`config.mk`:
```
export PLATFORM = sky130hd
export DESIGN_NAME = baud_tick_gen
export DESIGN_NICKNAME = d
export VERILOG_FILES = /design/src/rtl/baud_pkg.sv /design/src/rtl/baud_cfg_reg.sv /design/src/rtl/baud_div_stage.sv /design/src/rtl/baud_tick_gen.sv
export SDC_FILE = /design/constraint.sdc
export NUM_CORES = 1
export LEC_CHECK = 0
export ABC_CLOCK_PERIOD_IN_PS = 3000
export BUFFER_PORTS_ARGS = -buffer_cell sky130_fd_sc_hd__clkbuf_2
export CORE_MARGIN = 2
export CORE_UTILIZATION = 50
export DETAILED_ROUTE_END_ITERATION = 16
export GPL_ROUTABILITY_DRIVEN = 0
export PLACE_DENSITY = 0.71
export REMOVE_ABC_BUFFERS = 1
export SKIP_CTS_REPAIR_TIMING = 1
export SYNTH_ARGS = -nofsm -noshare
export SYNTH_HDL_FRONTEND = slang
export SYNTH_SLANG_ARGS = --single-unit
```
`constraint.sdc`:
```
create_clock -name clk -period 3 [get_ports clk]
set_clock_uncertainty 0.15 [all_clocks]
set_input_delay 0.3 -clock clk [delete_from_list [all_inputs] [get_ports clk]]
set_output_delay 0.3 -clock clk [all_outputs]
set_load 0.02 [all_outputs]
```
`src/rtl/baud_pkg.sv`:
```
package baud_pkg;
  localparam int CFG_W   = 8;
  localparam int PRE_W   = 4;   // holds largest first-stage ratio minus one
  localparam int RATE_N  = 8;   // number of binary steps in second stage
  localparam int RATE_W  = RATE_N - 1;
  localparam int OS_RATE = 16;  // oversampling factor
  localparam int OS_W    = $clog2(OS_RATE);

  typedef struct packed {
    logic       clr;
    logic       zero;
    logic [2:0] pre;
    logic [2:0] rate;
  } cfg_t;

  // first-stage ratio minus one for a prescale code
  function automatic logic [PRE_W-1:0] pre_reload(input logic [2:0] code);
    logic [PRE_W-1:0] r;
    casez (code)
      3'b?00:  r = PRE_W'(0);
      3'b001:  r = PRE_W'(2);
      3'b101:  r = PRE_W'(8);
      3'b?10:  r = PRE_W'(3);
      default: r = PRE_W'(12);
    endcase
    return r;
  endfunction
endpackage

```
`src/rtl/baud_cfg_reg.sv`:
```
module baud_cfg_reg
  import baud_pkg::*;
(
  input  logic             clk,
  input  logic             rst,
  input  logic             wr,
  input  logic [CFG_W-1:0] wdata,
  output logic             clr,
  output logic [2:0]       pre,
  output logic [2:0]       rate,
  output logic [CFG_W-1:0] rdata
);
  cfg_t       wcfg;
  logic       clr_q;
  logic [2:0] pre_q;
  logic [2:0] rate_q = '0;  // no reset; defined power-up value

  assign wcfg = cfg_t'(wdata);

  always_ff @(posedge clk) begin
    if (rst) begin
      clr_q <= 1'b0;
      pre_q <= '0;
    end else if (wr) begin
      clr_q <= wcfg.clr;
      pre_q <= wcfg.pre;
    end
  end

  always_ff @(posedge clk) begin
    if (wr && !rst) rate_q <= wcfg.rate;
  end

  assign clr   = clr_q;
  assign pre   = pre_q;
  assign rate  = rate_q;
  assign rdata = {clr_q, 1'b0, pre_q, rate_q};


  reset_fields_chk: assert property (@(posedge clk) rst |=> (!clr_q && pre_q == 3'd0));
endmodule

```
`src/rtl/baud_div_stage.sv`:
```
module baud_div_stage #(
  parameter int CNT_W = 4
) (
  input  logic             clk,
  input  logic             rst,
  input  logic             clr,
  input  logic             en,
  input  logic [CNT_W-1:0] reload,
  output logic             tick
);
  logic [CNT_W-1:0] cnt;

  always_ff @(posedge clk) begin
    if (rst || clr) begin
      cnt  <= '0;
      tick <= 1'b0;
    end else begin
      tick <= 1'b0;
      if (en) begin
        if (cnt == '0) begin
          cnt  <= reload;
          tick <= 1'b1;
        end else begin
          cnt <= cnt - 1'b1;
        end
      end
    end
  end


  tick_src_chk: assert property (@(posedge clk) disable iff (rst)
    tick |-> $past(en));


  count_step_chk: assert property (@(posedge clk) disable iff (rst)
    (en && !clr && cnt != '0) |=> (cnt == $past(cnt) - 1'b1));


  clr_quiet_chk: assert property (@(posedge clk) disable iff (rst)
    (clr && $past(clr)) |-> !tick);
endmodule

```
`src/rtl/baud_tick_gen.sv`:
```
module baud_tick_gen
  import baud_pkg::*;
(
  input  logic             clk,
  input  logic             rst,
  input  logic             cfg_wr,
  input  logic [CFG_W-1:0] cfg_wdata,
  output logic [CFG_W-1:0] cfg_rdata,
  output logic             tick_x16,
  output logic             tick_bit
);
  logic              clr;
  logic [2:0]        pre_code;
  logic [2:0]        rate_code;
  logic              pre_tick;
  logic [PRE_W-1:0]  pre_load;
  logic [RATE_W-1:0] rate_load;
  logic [OS_W-1:0]   os_load;

  baud_cfg_reg u_cfg (
    .clk   (clk),
    .rst   (rst),
    .wr    (cfg_wr),
    .wdata (cfg_wdata),
    .clr   (clr),
    .pre   (pre_code),
    .rate  (rate_code),
    .rdata (cfg_rdata)
  );

  assign pre_load  = pre_reload(pre_code);
  assign rate_load = ~({RATE_W{1'b1}} << rate_code);
  assign os_load   = OS_W'(OS_RATE - 1);

  baud_div_stage #(.CNT_W(PRE_W)) u_pre (
    .clk (clk), .rst (rst), .clr (clr), .en (1'b1),
    .reload (pre_load), .tick (pre_tick)
  );

  baud_div_stage #(.CNT_W(RATE_W)) u_rate (
    .clk (clk), .rst (rst), .clr (clr), .en (pre_tick),
    .reload (rate_load), .tick (tick_x16)
  );

  baud_div_stage #(.CNT_W(OS_W)) u_os (
    .clk (clk), .rst (rst), .clr (clr), .en (tick_x16),
    .reload (os_load), .tick (tick_bit)
  );


  bit_follows_x16_chk: assert property (@(posedge clk) disable iff (rst)
    tick_bit |-> $past(tick_x16));


  quiet_after_reset_chk: assert property (@(posedge clk)
    rst |=> (!tick_x16 && !tick_bit));
endmodule

```
==> out/summary.md, run 1 <==
The initial antenna violation count is 0, and the number of vias per cell after detailed routing is 5.49. In this run the worst path has a maximum fanout of 6. The area share of the largest cell type after synthesis was 37.1%. The leading cell type in the layout, fill and taps excluded is sky130_fd_sc_hd__dfxtp_1.

Timing would allow up to 0.455 GHz. The number of global-route vias before repair was 909. In this run the critical register-to-register path is captured at u_rate.cnt[0]. The logs give 0 for the total count of max-transition violations in the final report and 59.7% for the post-route core utilization.

CTS saw 25 sinks. The floorplan step defined a die boundary enclosing 2780 um^2. The worst hold path begins at cfg_wdata[7]. Clock-pin slew of the registers on the worst-case setup and hold paths: 0.14 ns.

The run finished with clean final reports. The count of nets left with antenna violations once routing finished came out at 0. Counting distinct cell types in the post-synthesis netlist gives 44. The net count of the finished layout is 166. 0 antenna diodes ended up in the layout.

Setup repair after global routing left no endpoint under its margin. The setup check on the worst reg-to-reg path leaves a slack of 0.80 ns. Headroom to the max-slew limit came out at 59.9%.

The sum of buffers and inverters on the critical path came out at 1. For this run, the slowest stage of the critical path takes 0.47 ns. The total overflow left after global routing is 0. Summed over all nets, the half-perimeter wirelength after detailed placement is 1580 um. In this design, the largest share of critical-path delay is due to simple AND/OR/NAND/NOR gates.

In the synthesized netlist the dominant register cell turns out to be sky130_fd_sc_hd__dfxtp_1. The smallest clock period supported by the final layout is computed as 2.20 ns. Average footprint of a synthesized cell: 8.94 um^2. Synthesis handed over a netlist of 133 instances. The logs give 2 for the number of buffers between clock root and the deepest sink and 0 for the hold violation count in the final report.

Across the VDD grid, the largest voltage drop is 0.440 mV. For this configuration, the core starts out at a cell density of 53.2%. For the pin with the worst max-slew slack, the measured transition is 0.596 ns. Summed over all cells, the static leakage comes to 0.000555 uW.

The worst hold path passes through 3 cells. The startpoint kind of the worst setup timing path was a flop. The logs give 44.6% for the share of synthesized area occupied by flip-flops and latches and 16 for the pin count of the biggest net entering global routing. Per-cell routed wire length: 12.4 um.

The total negative slack for setup checks came out at 0 ns. Before antenna repair, the detailed router went through 4 iterations. The clock buffer count from CTS is 3. Power spread over the standard cell area amounts to 858 nW/um^2. After the first detailed-routing iteration, the DRC count stood at 18. In the layout the commonest cells are sky130_fd_sc_hd__dfxtp_1, sky130_fd_sc_hd__nor2_1, sky130_fd_sc_hd__clkbuf_2, sky130_fd_sc_hd__inv_1, sky130_fd_sc_hd__a211oi_1.

In this run the horizontal extent of the chip is 52.8 um. During I/O placement, the number of pins put on the boundary was 21. The area overhead of the layout relative to synthesis came out at 12.1%.

The cell with the biggest individual delay on the critical path is sky130_fd_sc_hd__or4_4. The element type at the critical path end is a flop. The count of input and output buffers is 18. The critical path goes through inv_1, ha_1, or3b_1, or4_4, nor4_1, a311oi_1.

The routed design has 2200 um of wire. Global routing used 18.5% of the available tracks across all layers. Measured in cells, the most critical reg-to-reg path has a length of 6. The run gives 3840 um as the global-route wire length before repair. For the worst setup path, the data arrival time is 2.25 ns. Yosys mapped a number of flops with a built-in enable equal to 3. Counting flops with an async set or reset pin after synthesis yields a share of 0%. The H-tree depth is 1. Dividing the final minimum period by the clock period gives 73.3%.

Across the run, the number of max-cap violations was 0. The post-synthesis cell area came out at 1190 um^2. The worst hold path belongs to the class primary input to flop. The root buffer selected by CTS is sky130_fd_sc_hd__clkbuf_4.

In the final layout, the share of cells above drive strength 1 is 19.3%. Counting flops and latches in the post-synthesis netlist gives 25. For hold timing, the worst endpoint is u_cfg.clr. The critical path is of the flop to flop type. The total area inside the core boundary comes to 2230 um^2. The total via count in the routed design is 977.

TritonCTS built the clock tree. After floorplanning, the core was divided into 17 placement rows. The die boundary height came out at 52.8 um.

Yosys printed 0 warnings. The run gives 0.32 ns as the clock latency on the worst-skew pair. The startpoint of the worst-slack reg-to-reg timing path was u_rate.cnt[0]. By area the synthesized netlist is led by sky130_fd_sc_hd__dfxtp_1, sky130_fd_sc_hd__edfxtp_1, sky130_fd_sc_hd__nor2_1, sky130_fd_sc_hd__ha_1, sky130_fd_sc_hd__a211oi_1.

sky130_fd_sc_hd__dfxtp_1 takes more of the synthesized area than any other cell. Setup violations remaining at the end of the flow were counted as 0. Data on the critical path is required at its endpoint by 3.05 ns.

In the routed design, unresolved DRC markers number 0.
==> power by group <==
part	leakage [uW]	internal, uW	switching, uW
clock network	0.0000177	49.9	102
registers	0.000208	418	84.0
logic	0.000329	215	275
==> per-stage QoR <==
step / hold WS, ns / total power, uW / worst slack, ns / instance area [um^2] / instances
after detailed placement: 0.306 / 995 / 0.834 / 1270 / 171
after floorplan: 0.222 / 876 / 1.01 / 1150 / 125
after global routing: 0.0770 / 1250 / 0.634 / 1330 / 178
after CTS: -0.0155 / 1150 / 0.812 / 1300 / 175
after global placement: 0.305 / 973 / 0.826 / 1270 / 171
final: 0.0555 / 1140 / 0.802 / 1330 / 178
==> cell families (layout without fill, tap and decap cells) <==
logic type                 Yosys count  in the layout  share of synthesized area (%)
and+or+nand+nor                     55             55                           25.4
other                                1              1                          0.315
xor gates and xnor gates             1              1                          0.737
buffers and inverters               16             33                           5.79
adders and majority gates            4              4                           4.21
muxes                                4              4                           3.37
AOI/OAI and AO/OA                   27             27                           15.6
DFF                                 25             25                           44.6
==> worst reg2reg max path, stage by stage (launching register included) <==
cell and delay [ns]:
sky130_fd_sc_hd__dfxtp_1 0.37, sky130_fd_sc_hd__inv_1 0.09, sky130_fd_sc_hd__ha_1 0.19, sky130_fd_sc_hd__or3b_1 0.44
sky130_fd_sc_hd__or4_4 0.47, sky130_fd_sc_hd__nor4_1 0.28, sky130_fd_sc_hd__a311oi_1 0.09
==> cell usage after synthesis (2+ instances only) <==
cell type / number
sky130_fd_sc_hd__nor2_1: 21
sky130_fd_sc_hd__nor4_1: 4
sky130_fd_sc_hd__inv_1: 8
sky130_fd_sc_hd__nand3_1: 3
sky130_fd_sc_hd__o31ai_1: 2
sky130_fd_sc_hd__dfxtp_1: 22
sky130_fd_sc_hd__a311oi_1: 2
sky130_fd_sc_hd__mux2i_1: 4
sky130_fd_sc_hd__a211oi_1: 6
sky130_fd_sc_hd__nor3_1: 3
sky130_fd_sc_hd__a21oi_1: 4
sky130_fd_sc_hd__o21ai_0: 5
sky130_fd_sc_hd__nor2b_1: 4
sky130_fd_sc_hd__nand2_1: 4
sky130_fd_sc_hd__ha_1: 4
sky130_fd_sc_hd__clkbuf_1: 5
sky130_fd_sc_hd__buf_4: 2
sky130_fd_sc_hd__edfxtp_1: 3
sky130_fd_sc_hd__nand2b_1: 2
==> routing by layer <==
layer	part of all wire, %	vias to the layer above	wire length [um]	GRT usage (%)
met5	0	-	0	0
met4	1.1	0	24	5.13
met3	4.2	4	93	3.43
met2	46	25	1020	29.4
met1	48	444	1060	25.6
li1	-	504	-	-
==> worst max-delay path by stage <==
stage	startpoint	endpoint	slack, ns	cells after the start
6_report	u_rate.cnt[0]	u_rate.cnt[0]	0.80	6
3_3_place_gp	u_rate.cnt[0]	u_rate.cnt[6]	0.83	6
2_1_floorplan	u_rate.cnt[0]	u_rate.cnt[0]	1.01	6
5_1_grt	u_rate.cnt[0]	u_rate.cnt[1]	0.63	6
4_1_cts	u_rate.cnt[0]	u_rate.cnt[0]	0.81	6
3_5_place_dp	u_rate.cnt[0]	u_rate.cnt[0]	0.83	6
==> sequential cells by signal, indices dropped and copies added (netlist names) <==
name / count
u_cfg.clr: 1
u_cfg.pre: 3
u_cfg.rate: 3
u_os.cnt: 4
u_os.tick: 1
u_pre.cnt: 4
u_pre.tick: 1
u_rate.cnt: 7
u_rate.tick: 1
==> area by class of cell <==
class / instances / area [um^2]
Sequential cell: 25 / 531
Clock inverter: 1 / 5.00
Multi-Input combinational cell: 92 / 589
Clock buffer: 3 / 22.5
Timing Repair Buffer: 21 / 120
Fill cell: 211 / 901
Inverter: 8 / 30.0
Tap cell: 28 / 35.0
Note: power is estimated with default switching activity, not from simulation.
==> inputs of run 2 (changes only) <==
- ABC_AREA: default -> 1
- ABC_CLOCK_PERIOD_IN_PS: 3000 -> 2050
- PLACE_DENSITY: 0.71 -> 0.7
- clock period: 3 -> 2.05 ns (I/O delays scaled with it)
==> run 2 against run 1 <==
Combinational power rose by 91%. Clock power grew 57%. Sequential power grew 47%. Setup slack worse by 0.72 ns. Worst hold slack better by 0.041 ns. Critical path depth stayed put. Largest cell class unchanged. Global-route usage is 0.52 points higher. Critical endpoint is now u_cfg.pre[1]. Synthesized area rose by 4.9%. Utilization is 2.9 points higher. Largest power group is now combinational logic. Wire length up 15%.
==> out/summary.md, run 2 <==
After synthesis, the largest family of logic cells by area is simple AND/OR/NAND/NOR gates. The die span in x came out at 54.0 um (+2.3%). The worst ir drop on vdd is 0.765 mV (+74%), and the H-tree depth is 1 (unchanged). The tools report the post-route core utilization as 62.6% (+2.9 points).

Leaving out fill and tap cells, the most frequent cell in the layout is sky130_fd_sc_hd__nand2_1. Count of input and output buffers: 18 (unchanged). The clock-pin slew of the registers on the worst-case setup and hold paths was 0.15 ns (about the same).

Global route total overflow: 0 (unchanged). For the number of global-route vias before repair, the log shows 955 (+5.1%). The worst min-delay path class was primary input to flop.

The number of buffers between clock root and the deepest sink is 2 (unchanged), and the final clock period utilization by the worst path is 96.1%. The data required time of the critical path came out at 2.18 ns (-0.87 ns). For the clock sink count, the log shows 25 (unchanged). The startpoint identified for the worst register-to-register timing path is u_rate.cnt[0].

For the standard cell core area, the log shows 2410 um^2 (+7.9%). The share of final-layout standard cells stronger than drive strength 1 came out at 15.4% (-3.9 points). Post-layout worst setup margin: 0.0808 ns (-0.721 ns). The total power was 1910 uW (+67%). The most used flip-flop cell after synthesis is sky130_fd_sc_hd__dfxtp_1.

The run gives 2.10 ns (-0.15 ns) as the data arrival time at the worst-slack endpoint. The run gives 0.33 ns (about the same) as the clock latency on the worst-skew pair. Leaving out fill and tap cells, the most frequent cells in the layout are sky130_fd_sc_hd__nand2_1, sky130_fd_sc_hd__inv_1, sky130_fd_sc_hd__nor2_1, sky130_fd_sc_hd__dfxtp_1, sky130_fd_sc_hd__clkbuf_2. The multiplexer fraction of the synthesized cell area was 0% (-3.4 points). The synthesized-area fraction occupied by ao, oa, aoi and oai cells came out at 14.8% (-0.73 points).

In this run the most critical hold path is launched from cfg_wr. Xor and xnor fraction of the mapped netlist area: 0.702% (-0.035 points). The run gives 0 (unchanged) as the number of nets with antenna violations after routing. Ranked by total cell area, the synthesized netlist is headed by sky130_fd_sc_hd__dfxtp_1, sky130_fd_sc_hd__nand2_1, sky130_fd_sc_hd__inv_1, sky130_fd_sc_hd__edfxtp_1, sky130_fd_sc_hd__nor2_1. The global-route wire length before repair was 3920 um (+2.0%). The area growth from synthesis to layout is 20.9%. The worst setup path is captured at a flop. The count of state elements after synthesis was 25 (unchanged). The count of inserted antenna diode cells is 0 (unchanged). The cell area power density was 1270 nW/um^2 (+48%); the total via count in the routed design was 1176 (+20%). Pin count of the biggest net entering global routing: 16 (unchanged). Average footprint of a synthesized cell: 7.34 um^2 (-18%). The kind of critical path is primary input to flop. The area share of and/or/nand/nor cells after synthesis is 28.2% (+2.8 points), and the initial antenna violation count is 0 (unchanged).

The net total in the final layout is 217 (+31%). The run gives 0 (unchanged) as the total of endpoints with negative setup slack in the final report. The tree is rooted in a sky130_fd_sc_hd__clkbuf_4. Top achievable clock speed: 0.508 GHz. The hold violation count in the final report was 0 (unchanged); the max-cap check violation count was 0 (unchanged). The per-cell routed wire length is 10.9 um (-12%), and the total wire length is 2530 um (+15%).

The number of vias per cell after detailed routing came out at 5.09 (-7.2%). The biggest fanout along the worst timing path is 1 (-5). Die area: 2910 um^2 (+4.6%). In the final layout, the registers with the most flip-flops are u_rate.cnt (7), u_os.cnt (4), u_pre.cnt (4). The leading area contributor after synthesis is sky130_fd_sc_hd__dfxtp_1. Adder-cell share of the synthesized area: 4.01% (-0.20 points). The count of flip-flops with a built-in enable after synthesis is 3 (unchanged).

Setup repair after global routing left no endpoint under its margin. Ranked by flip-flop count, first place goes to u_rate.cnt. The tools report the endpoint of the worst register-to-register path as u_rate.cnt[1]. The clock buffer count from CTS was 3 (unchanged); the area share of the largest cell type after synthesis was 35.3% (-1.7 points). The total count of max-transition violations in the final report is 0 (unchanged).

The HPWL after detailed placement is 1810 um (+15%), and the placed cell area is 1360 um^2 (+6.6%). The tools report the post-synthesis cell area as 1250 um^2 (+4.9%). Number of flip-flops in the largest register: 7 (unchanged).

For the leakage power of the design, the log shows 0.000712 uW (+28%). The cell depth of the worst hold path was 3 (unchanged); the share of flip-flops with an asynchronous set or reset after synthesis was 0% (unchanged). The total routing resource utilization after global routing was 19.0% (+0.52 points); the total DRC errors in the routed layout was 0 (unchanged).

The register-to-register setup slack was 0.39 ns (-0.41 ns); the worst slack at placement was 0.418 ns (-0.416 ns). The path depth of the worst reg2reg path works out to 9 (+3). Startpoint kind of the worst setup timing path: a primary input.

Unique cell type count in the Yosys netlist: 27 (-39%). Most common cell in the synthesized netlist: sky130_fd_sc_hd__nand2_1. For the number of I/O pins, the log shows 21 (unchanged). The number of cell rows came out at 18 (+1). The terminating pin of the worst hold path was u_cfg.pre[0]. The flow ran to the end, and the final reports show no timing, DRC or antenna violations. The count of yosys warnings during synthesis came out at 0 (unchanged). The die boundary height is 54.0 um (+2.3%), and the post-layout minimum cycle time is 1.97 ns. The gate count of the mapped netlist is 170 (+28%).

The effective utilization at floorplan is 51.8% (-1.5 points). The number of optimization iterations in the first detailed-route pass is 4 (unchanged). The share of synthesized area occupied by flip-flops and latches came out at 42.5% (-2.1 points). TritonCTS built the clock tree.

The violation count after the first detailed-routing iteration was 23 (+5); the cell area after layout was 1510 um^2 (+13%). The total negative slack for setup checks came out at 0 ns (unchanged). After synthesis, the most frequently instantiated cells are sky130_fd_sc_hd__nand2_1, sky130_fd_sc_hd__inv_1, sky130_fd_sc_hd__nor2_1, sky130_fd_sc_hd__dfxtp_1, sky130_fd_sc_hd__a21oi_1.
[run 2: cell count changes in the layout (fill, tap and decap cells not counted), moves of 3 or more]
cell,change
sky130_fd_sc_hd__o21ai_0,+9
sky130_fd_sc_hd__mux2i_1,-4
sky130_fd_sc_hd__nand2_1,+23
sky130_fd_sc_hd__a211oi_1,-4
sky130_fd_sc_hd__nand3_1,+8
sky130_fd_sc_hd__dlygate4sd3_1,+9
sky130_fd_sc_hd__nand4_1,+3
sky130_fd_sc_hd__nor2b_1,-4
sky130_fd_sc_hd__a21oi_1,+11
sky130_fd_sc_hd__inv_1,+17
sky130_fd_sc_hd__nor4_1,-4
sky130_fd_sc_hd__nor2_4,+3
[run 2: cells by family after synthesis]
family,count (synthesis)
flip-flops,25
XOR/XNOR,1
adder cells (fa/ha/maj),4
other,1
buffers and inverters,29
AND/OR/NAND/NOR,75
AO/OA/AOI/OAI,35
[run 2: worst max-delay path by stage]
stage / start / to / slack (ns) / cells after the start
after global placement: u_rate.cnt[0] / u_rate.cnt[1] / 0.45 / 9
after detailed placement: u_rate.cnt[0] / u_rate.cnt[1] / 0.42 / 9
after CTS: u_rate.cnt[0] / u_rate.cnt[1] / 0.39 / 9
after floorplan: u_rate.cnt[0] / u_rate.cnt[1] / 0.58 / 9
final: cfg_wdata[4] / u_cfg.pre[1] / 0.08 / 6
after global routing: cfg_wdata[7] / u_cfg.clr / 0.06 / 6
[run 2: per-layer routing]
layer / wire (um) / global-route usage (%) / vias to the layer above
met2: 1310 / 34.6 / 18
li1: - / - / 614
met1: 1130 / 21.8 / 540
met4: 21 / 7.69 / 0
met5: 0 / 0 / -
met3: 70 / 3.33 / 4
[run 2: final cells by class]
type                    count  area [um^2]
inverters                  25         93.8
well taps                  30         37.5
clock inverters             1         6.26
fillers                   214          902
flip-flops and latches     25          531
multi-input cells         116          599
clock buffers               3         22.5
repair buffers             31          218
[run 2: critical path, stage by stage]
cell                            delay, ns
sky130_fd_sc_hd__dlygate4sd3_1       0.53
sky130_fd_sc_hd__clkbuf_2            0.10
sky130_fd_sc_hd__nand2_1             0.04
sky130_fd_sc_hd__dlygate4sd3_1       0.55
sky130_fd_sc_hd__a21oi_1             0.13
sky130_fd_sc_hd__dlygate4sd3_1       0.55
[run 2: through the flow]
stage / std cells / hold slack [ns]
2_1_floorplan: 166 / 0.124
3_3_place_gp: 215 / 0.233
3_5_place_dp: 215 / 0.240
4_1_cts: 219 / -0.117
5_1_grt: 231 / 0.102
6_report: 231 / 0.0965
[run 2: report_power, final]
part           switching, uW  total [uW]  internal [uW]
Combinational            568         938            370
Sequential               126         735            609
Clock                    162         238           76.2
Total                    856        1910           1050
